$ cat src/rtl/rxphy_seq_pkg.sv
package rxphy_seq_pkg;

    localparam int NUM_LANES  = 4;
    localparam int RATE_W     = 11;
    localparam int RANGE_W    = 6;
    localparam int NUM_RANGES = 39;
    localparam int NUM_WRITES = 7;
    localparam int NUM_PHASES = 6;
    localparam int IDX_W      = $clog2(NUM_WRITES);
    localparam int PH_W       = $clog2(NUM_PHASES);

    // Each entry: {upper rate limit in Mbps, band code}; searched lowest first.
    localparam logic [RATE_W+RANGE_W-1:0] RANGE_TAB [NUM_RANGES] = '{
        {11'd89,   6'h00}, {11'd99,   6'h10}, {11'd109,  6'h20}, {11'd129,  6'h01},
        {11'd139,  6'h11}, {11'd149,  6'h21}, {11'd169,  6'h02}, {11'd179,  6'h12},
        {11'd199,  6'h22}, {11'd219,  6'h03}, {11'd239,  6'h13}, {11'd249,  6'h23},
        {11'd269,  6'h04}, {11'd299,  6'h14}, {11'd329,  6'h05}, {11'd359,  6'h15},
        {11'd399,  6'h25}, {11'd449,  6'h06}, {11'd499,  6'h16}, {11'd549,  6'h07},
        {11'd599,  6'h17}, {11'd649,  6'h08}, {11'd699,  6'h18}, {11'd749,  6'h09},
        {11'd799,  6'h19}, {11'd849,  6'h29}, {11'd899,  6'h39}, {11'd949,  6'h0a},
        {11'd999,  6'h1a}, {11'd1049, 6'h2a}, {11'd1099, 6'h3a}, {11'd1149, 6'h0b},
        {11'd1199, 6'h1b}, {11'd1249, 6'h2b}, {11'd1299, 6'h3b}, {11'd1349, 6'h0c},
        {11'd1399, 6'h1c}, {11'd1449, 6'h2c}, {11'd1500, 6'h3c}
    };

    typedef enum logic [2:0] {
        SQ_IDLE,
        SQ_STATIC,
        SQ_CLK_HI,
        SQ_CLR_ON,
        SQ_CLR_REL,
        SQ_WRITE
    } seq_state_e;

    typedef struct packed {
        logic [NUM_LANES-1:0] force_rx;
        logic [NUM_LANES-1:0] force_stop;
        logic [NUM_LANES-1:0] turn_req;
        logic [NUM_LANES-1:0] turn_dis;
        logic [NUM_LANES-1:0] lane_en;
    } mode_ctrl_t;

    typedef struct packed {
        logic       tclk;
        logic       tclr;
        logic       ten;
        logic [7:0] tdin;
    } test_port_t;

    // Target register code of write number widx (order is behaviour).
    function automatic logic [7:0] wr_code(logic [IDX_W-1:0] widx);
        case (widx)
            3'd0:    return 8'h34;
            3'd1:    return 8'h44;
            3'd2:    return 8'h54;
            3'd3:    return 8'h84;
            3'd4:    return 8'h94;
            3'd5:    return 8'h75;
            default: return 8'h00;
        endcase
    endfunction

    // Data byte of write number widx.
    function automatic logic [7:0] wr_data(logic [IDX_W-1:0] widx, logic [RANGE_W-1:0] rc);
        case (widx)
            3'd0, 3'd6: return 8'h00;
            3'd5:       return 8'h04;
            default:    return {1'b0, rc, 1'b0};
        endcase
    endfunction

    // Apply one of the six single-signal steps of a write.
    function automatic test_port_t step_port(test_port_t cur, logic [IDX_W-1:0] widx,
                                             logic [PH_W-1:0] wph, logic [RANGE_W-1:0] rc);
        test_port_t nxt;
        nxt = cur;
        case (wph)
            3'd0:    nxt.tdin = wr_code(widx);
            3'd1:    nxt.ten  = 1'b1;
            3'd2:    nxt.tclk = 1'b0;
            3'd3:    nxt.ten  = 1'b0;
            3'd4:    nxt.tdin = wr_data(widx, rc);
            default: nxt.tclk = 1'b1;
        endcase
        return nxt;
    endfunction

endpackage

$ cat src/rtl/rxphy_rate_lut.sv
module rxphy_rate_lut
    import rxphy_seq_pkg::*;
(
    input  logic [RATE_W-1:0]  rate,
    output logic               hit,
    output logic [RANGE_W-1:0] code
);
    always_comb begin
        hit  = 1'b0;
        code = '0;
        // Scan from the top so the lowest matching entry wins.
        for (int i = NUM_RANGES - 1; i >= 0; i--) begin
            if (rate <= RANGE_TAB[i][RATE_W+RANGE_W-1:RANGE_W]) begin
                hit  = 1'b1;
                code = RANGE_TAB[i][RANGE_W-1:0];
            end
        end
    end
endmodule

$ cat src/rtl/rxphy_step_timer.sv
module rxphy_step_timer #(
    parameter int CNT_W = 8
) (
    input  logic             clk,
    input  logic             rst,
    input  logic             load,
    input  logic [CNT_W-1:0] load_val,
    output logic             expired
);
    logic [CNT_W-1:0] cnt;

    always_ff @(posedge clk) begin
        if (rst)
            cnt <= '0;
        else if (load)
            cnt <= load_val;
        else if (cnt != '0)
            cnt <= cnt - 1'b1;
    end

    assign expired = (cnt == '0);
endmodule

$ cat src/rtl/rxphy_bringup.sv
module rxphy_bringup
    import rxphy_seq_pkg::*;
#(
    parameter int CLK_FREQ_HZ = 50_000_000,
    parameter int WAIT_US     = 100,
    parameter int HOLD_CYCLES = 4
) (
    input  logic                 clk,
    input  logic                 rst,
    input  logic                 start,
    input  logic [RATE_W-1:0]    rate_mbps,
    input  logic [2:0]           lane_count,
    input  logic                 power_off,
    output logic [NUM_LANES-1:0] force_rx,
    output logic [NUM_LANES-1:0] force_stop,
    output logic [NUM_LANES-1:0] turn_req,
    output logic [NUM_LANES-1:0] turn_dis,
    output logic [NUM_LANES-1:0] lane_en,
    output logic                 test_clk,
    output logic                 test_clr,
    output logic                 test_en,
    output logic [7:0]           test_din,
    output logic                 busy,
    output logic                 done,
    output logic                 error
);
    localparam int WAIT_CYCLES = (CLK_FREQ_HZ / 1_000_000) * WAIT_US;
    localparam int MAX_LEN     = (WAIT_CYCLES > HOLD_CYCLES) ? WAIT_CYCLES : HOLD_CYCLES;
    localparam int CNT_W       = $clog2(MAX_LEN + 1);

    seq_state_e           state;
    mode_ctrl_t           mc;
    test_port_t           tp;
    logic [IDX_W-1:0]     widx;
    logic [PH_W-1:0]      wph;
    logic [RANGE_W-1:0]   code_q;
    logic                 done_q, err_q;

    logic                 lut_hit;
    logic [RANGE_W-1:0]   lut_code;
    logic [NUM_LANES-1:0] lane_mask;
    logic                 lanes_ok, accept;
    logic                 expired, t_load, long_next;
    logic [CNT_W-1:0]     t_val;

    rxphy_rate_lut u_lut (
        .rate (rate_mbps),
        .hit  (lut_hit),
        .code (lut_code)
    );

    always_comb begin
        for (int i = 0; i < NUM_LANES; i++)
            lane_mask[i] = (3'(i) < lane_count);
    end

    assign lanes_ok  = (lane_count != 3'd0) && (lane_count <= 3'(NUM_LANES));
    assign accept    = lut_hit && lanes_ok;

    // Steps entered from CLK_HI and CLR_ON are the two long waits.
    assign long_next = (state == SQ_CLK_HI) || (state == SQ_CLR_ON);
    assign t_load    = ((state == SQ_IDLE) && start && accept) ||
                       ((state != SQ_IDLE) && expired);
    assign t_val     = long_next ? CNT_W'(WAIT_CYCLES - 1) : CNT_W'(HOLD_CYCLES - 1);

    rxphy_step_timer #(.CNT_W(CNT_W)) u_timer (
        .clk      (clk),
        .rst      (rst),
        .load     (t_load),
        .load_val (t_val),
        .expired  (expired)
    );

    always_ff @(posedge clk) begin
        if (rst) begin
            state  <= SQ_IDLE;
            mc     <= '0;
            tp     <= '0;
            widx   <= '0;
            wph    <= '0;
            code_q <= '0;
            done_q <= 1'b0;
            err_q  <= 1'b0;
        end else begin
            case (state)
                SQ_IDLE: begin
                    if (start) begin
                        done_q <= 1'b0;
                        if (accept) begin
                            err_q         <= 1'b0;
                            code_q        <= lut_code;
                            mc.force_rx   <= '0;
                            mc.force_stop <= '0;
                            mc.turn_req   <= '0;
                            mc.turn_dis   <= '1;
                            mc.lane_en    <= lane_mask;
                            state         <= SQ_STATIC;
                        end else begin
                            err_q <= 1'b1;
                        end
                    end
                end
                SQ_STATIC: if (expired) begin
                    tp.tclk <= 1'b1;
                    state   <= SQ_CLK_HI;
                end
                SQ_CLK_HI: if (expired) begin
                    tp.tclr <= 1'b1;
                    state   <= SQ_CLR_ON;
                end
                SQ_CLR_ON: if (expired) begin
                    tp.tclr <= 1'b0;
                    state   <= SQ_CLR_REL;
                end
                SQ_CLR_REL: if (expired) begin
                    tp    <= step_port(tp, '0, '0, code_q);
                    widx  <= '0;
                    wph   <= '0;
                    state <= SQ_WRITE;
                end
                SQ_WRITE: if (expired) begin
                    if (wph == PH_W'(NUM_PHASES - 1)) begin
                        if (widx == IDX_W'(NUM_WRITES - 1)) begin
                            done_q <= 1'b1;
                            state  <= SQ_IDLE;
                        end else begin
                            widx <= widx + 1'b1;
                            wph  <= '0;
                            tp   <= step_port(tp, IDX_W'(widx + 1'b1), '0, code_q);
                        end
                    end else begin
                        wph <= wph + 1'b1;
                        tp  <= step_port(tp, widx, PH_W'(wph + 1'b1), code_q);
                    end
                end
                default: state <= SQ_IDLE;
            endcase
            if (power_off)
                mc.lane_en <= '0;
        end
    end

    assign force_rx   = mc.force_rx;
    assign force_stop = mc.force_stop;
    assign turn_req   = mc.turn_req;
    assign turn_dis   = mc.turn_dis;
    assign lane_en    = mc.lane_en;
    assign test_clk   = tp.tclk;
    assign test_clr   = tp.tclr;
    assign test_en    = tp.ten;
    assign test_din   = tp.tdin;
    assign busy       = (state != SQ_IDLE);
    assign done       = done_q;
    assign error      = err_q;


    done_busy_excl_chk: assert property (@(posedge clk) disable iff (rst)
        !(done && busy));


    lane_mask_form_chk: assert property (@(posedge clk) disable iff (rst)
        ((lane_en & NUM_LANES'(lane_en + 1'b1)) == '0));


    pwr_off_clear_chk: assert property (@(posedge clk) disable iff (rst)
        power_off |=> (lane_en == '0));


    code_latch_en_chk: assert property (@(posedge clk) disable iff (rst)
        $fell(test_clk) |-> test_en);


    clear_in_seq_chk: assert property (@(posedge clk) disable iff (rst)
        test_clr |-> busy);


    busy_start_hold_chk: assert property (@(posedge clk) disable iff (rst)
        (busy && start) |=> (busy || done));


    reject_chk: assert property (@(posedge clk) disable iff (rst)
        (!busy && start && !accept) |=> (error && !busy));

endmodule

$ cat config.mk
export PLATFORM = sky130hd
export DESIGN_NAME = rxphy_bringup
export DESIGN_NICKNAME = d
export VERILOG_FILES = /design/src/rtl/rxphy_seq_pkg.sv /design/src/rtl/rxphy_rate_lut.sv /design/src/rtl/rxphy_step_timer.sv /design/src/rtl/rxphy_bringup.sv
export SDC_FILE = /design/constraint.sdc
export NUM_CORES = 1
export LEC_CHECK = 0
export ABC_AREA = 0
export BUFFER_PORTS_ARGS = -buffer_cell sky130_fd_sc_hd__buf_4
export CORE_MARGIN = 2
export CORE_UTILIZATION = 30
export CTS_CLUSTER_SIZE = 10
export DETAILED_ROUTE_END_ITERATION = 8
export GPL_TIMING_DRIVEN = 0
export SLEW_MARGIN = 15
export SYNTH_ARGS = -nofsm -noshare
export SYNTH_HDL_FRONTEND = slang
export SYNTH_SLANG_ARGS = --single-unit
export TNS_END_PERCENT = 20
$ cat constraint.sdc
create_clock -name clk -period 3.15 [get_ports clk]
set_clock_uncertainty 0.1 [all_clocks]
set_input_delay 0.945 -clock clk [delete_from_list [all_inputs] [get_ports clk]]
set_output_delay 0.945 -clock clk [all_outputs]
set_load 0.02 [all_outputs]
==> results by group <==
Critical path
  • Capturing element type of the critical path: flip-flop
  • Crit start category: input port
  • Largest fanout on the critical path: 10
  • Data required time of the critical path: 3230 ps
  • Critical path start-end classification: input port to flip-flop
  • Arrival time of data at the critical path endpoint: 3090 ps

Run status
  • Status: finished, final reports clean

Die
  • Die Wd: 114 um
  • Die height: approximately 110 um
  • DIE AREA: 0.0129 mm^2
  • Number of placement rows: 40
  • I/O pin total: 52
  • Effective utilization at floorplan: 30.4%
  • Placeable core area: between 0.01 and 0.015 mm^2

Cells and area
  • Total area of sequential cells: a little over 900 um^2
  • Post-layout net count: 593
  • Share of final-layout standard cells stronger than drive strength 1: between 10% and 20%
  • Layout area overhead: 18.9%
  • Multi-input gate area in the final layout: around 0.0024 mm^2
  • Layout filler cell count: 1293
  • Total non-filler cell area in the finished layout: 0.00429 mm^2
  • N_diodes: 0
  • Layout Utilization: 36.2%

Clock tree
  • Clock buffers created by TritonCTS: 5
  • Root Buffer: clkbuf_16
  • CTS Sinks: 46
  • CTS tree: built
  • Worst skew pair latency: 290 ps
  • Number of H-tree levels: 2
  • Quantity of hold-fixing buffers added after cts: 0
  • Clock input transition at the sequential cells of the worst setup and hold paths: 60 ps
  • Number of buffers on the longest clock path: 2

Route
  • Vias/cell: 5.56
  • Length of routed wiring on met1: 5090 um
  • Vias after detailed routing: 3973
  • Post-route ant nets: 0
  • Top layer reached by signal wires: met4
  • Drt wl/cell: 16.0 um
  • Metal2 WL: 5240 um
  • First-iteration detailed-routing DRC count: between 200 and 300
  • Routed wire length: between 10000 and 15000 um
  • DRC violations left: 0
  • DR pass1 iterations: 5
  • Met3 wire length: 663 um

Power
  • Power per cell area: roughly 480 mW/mm^2
  • Largest vdd supply drop: 0.000211 V
  • Leak pwr: around 1.6 nW

Timing
  • Total count of hold-check failures in the final report: 0
  • Max Slew Vio Count: 0
  • Fin crit share: between 90% and 100%
  • Final worst path period need: between 3000 and 4000 ps
  • Setup TNS Final: 0 ps
  • Post-layout worst setup margin: 139 ps
  • Rel. slew slack: 41.7%
  • Max Clk Rate: 332 MHz
  • Post-route worst hold slack: 360 ps
  • Unrepaired setup endpoints after global routing: false
  • Final setup violating endpoints: 0
  • Pin slew with the least headroom to its limit: roughly 870 ps

GRT
  • GR Util All Layers: 17.9%
  • Antenna violations before repair: 0
  • Maximum number of pins on one net before global-route repair: 15
  • Number of global-route vias before repair: 3798
  • Global route total overflow: 0
  • Global-route wire length before repair: 18900 um

Placed design
  • Pre-CTS setup slack: -690 ps
  • GP Congestion: 0.959
  • DP HPWL: 8670 um
  • Area post-placement: approximately 0.0041 mm^2
  • Count of port buffers added during placement: 34

Yosys
  • Synth warnings: 0
  • Number of enable flip-flop cells after synthesis: 0
  • Share of async-settable or async-resettable flops after synthesis: 0%
  • Yosys reg bits: 46
  • Avg Synthesized Cell Area: 7.04 um^2
  • Count of unique library cells instantiated by Yosys: 69
  • Register area share after synthesis: 25.5%
  • Flip-flop cell with the highest count after synthesis: dfxtp_1
  • Combined area of all synthesized cells: roughly 0.0036 mm^2
  • Cells after Synth: 513

Worst hold path
  • Hold/Removal Path Class: flip-flop to flip-flop

Run
  • Max Cap Violations: 0
metrics by stage:
| step | std cells | power [W] |
|---|---|---|
| final | 715 | 0.00207 |
| after CTS | 715 | 0.00207 |
| after detailed placement | 705 | 0.00147 |
| after global placement | 705 | 0.00146 |
| after global routing | 715 | 0.00221 |
| after floorplan | 524 | 0.00129 |
critical path, stage by stage:
cell	delay, ps
clkbuf_1	200
or4b_2	700
o311ai_0	360
o21ai_0	180
a211oi_1	310
o22ai_1	180
a22o_1	220
sequential cells by signal, summed over array words and instances (netlist names):
register     cells
done             1
code_q           6
u_timer.cnt     13
error            1
state            3
turn_dis         1
widx             3
test_clk         1
wph              3
test_en          1
test_din         8
lane_en          4
test_clr         1
logic make-up after synthesis:
kind of cell / share of synthesized area, %
xor gates and xnor gates: 2.18
and+or+nand+nor: 29.2
other: 0.104
adders and majority gates: 2.77
DFF: 25.5
buffers and inverters: 9.04
AOI/OAI and AO/OA: 29.7
muxes: 1.42
cell type report:
| type | instances | share of cell area, % |
|---|---|---|
| multi-input cells | 409 | 56.2 |
| flip-flops and latches | 46 | 21.5 |
| inverters | 12 | 1.05 |
| repair buffers | 36 | 6.30 |
| clock buffers | 6 | 3.00 |
| plain buffers | 57 | 6.85 |
| clock inverters | 2 | 0.874 |
| well taps | 147 | 4.28 |
where the power goes:
group	internal [W]	switching, W
Combinational	0.000293	0.000444
Clock	0.000375	0.000224
Sequential	0.000662	0.0000715
cells in the final DEF (no fill, tap or decap), types with 5 or more instances in the layout:
master and instances:
or4_1 5, conb_1 12, inv_1 12, nor2b_1 9, dfxtp_1 46, a211oi_1 5, buf_4 51, nor2_1 51
o21ai_0 35, nand2_1 48, nand3_1 12, a31oi_1 13, clkbuf_1 27, a21oi_1 59, clkbuf_16 5, nand4_1 8
nor4_1 5, or2_2 6, ha_1 8, and2_1 5, or3_1 5, o31ai_1 5, xnor2_1 6, clkbuf_2 10
nor3_1 21
Yosys cell counts, drive strengths merged (5+ instances only):
| cell | n | area (um^2) |
|---|---|---|
| nor2 | 52 | 195 |
| nor2b | 9 | 56.3 |
| dfxtp | 46 | 921 |
| and2 | 7 | 45.1 |
| nand3 | 12 | 60.1 |
| o21ai | 35 | 175 |
| or3 | 6 | 38.8 |
| nand4 | 8 | 50.1 |
| nor4 | 7 | 65.1 |
| inv | 12 | 45.0 |
| clkbuf | 36 | 136 |
| nand2 | 50 | 193 |
| a21oi | 59 | 295 |
| and3 | 5 | 32.5 |
| o31ai | 5 | 37.5 |
| or2 | 7 | 43.8 |
| ha | 8 | 100 |
| a211oi | 6 | 45.0 |
| or4 | 6 | 46.3 |
| buf | 21 | 145 |
| xnor2 | 6 | 52.6 |
| nor3 | 21 | 105 |
| o311ai | 5 | 43.8 |
| a31oi | 13 | 81.3 |
layer usage:
layer	track usage [%]	vias to the layer above
met5	0	-
met4	7.80	0
met3	2.13	37
met2	29.3	154
met1	23.7	1826
li1	-	1956
final timing paths:
check / from / endpoint / slack, ps / cells past startpoint
worst max-delay path: rate_mbps[6] / code_q[4] / 140 / 7
worst min-delay path: test_din[6] / test_din[6] / 360 / 2
worst max register to register: u_timer.cnt[0] / test_din[0] / 280 / 10
worst min register to register: test_din[6] / test_din[6] / 360 / 2
timing repair:
| action | CTS | global route |
|---|---|---|
| pin swaps | 1 | 0 |
| endpoints found under the setup margin | 23 | 4 |
| buffers inserted | 2 | 0 |
| resized for setup | 5 | 16 |
Note: power is estimated with default switching activity, not from simulation.
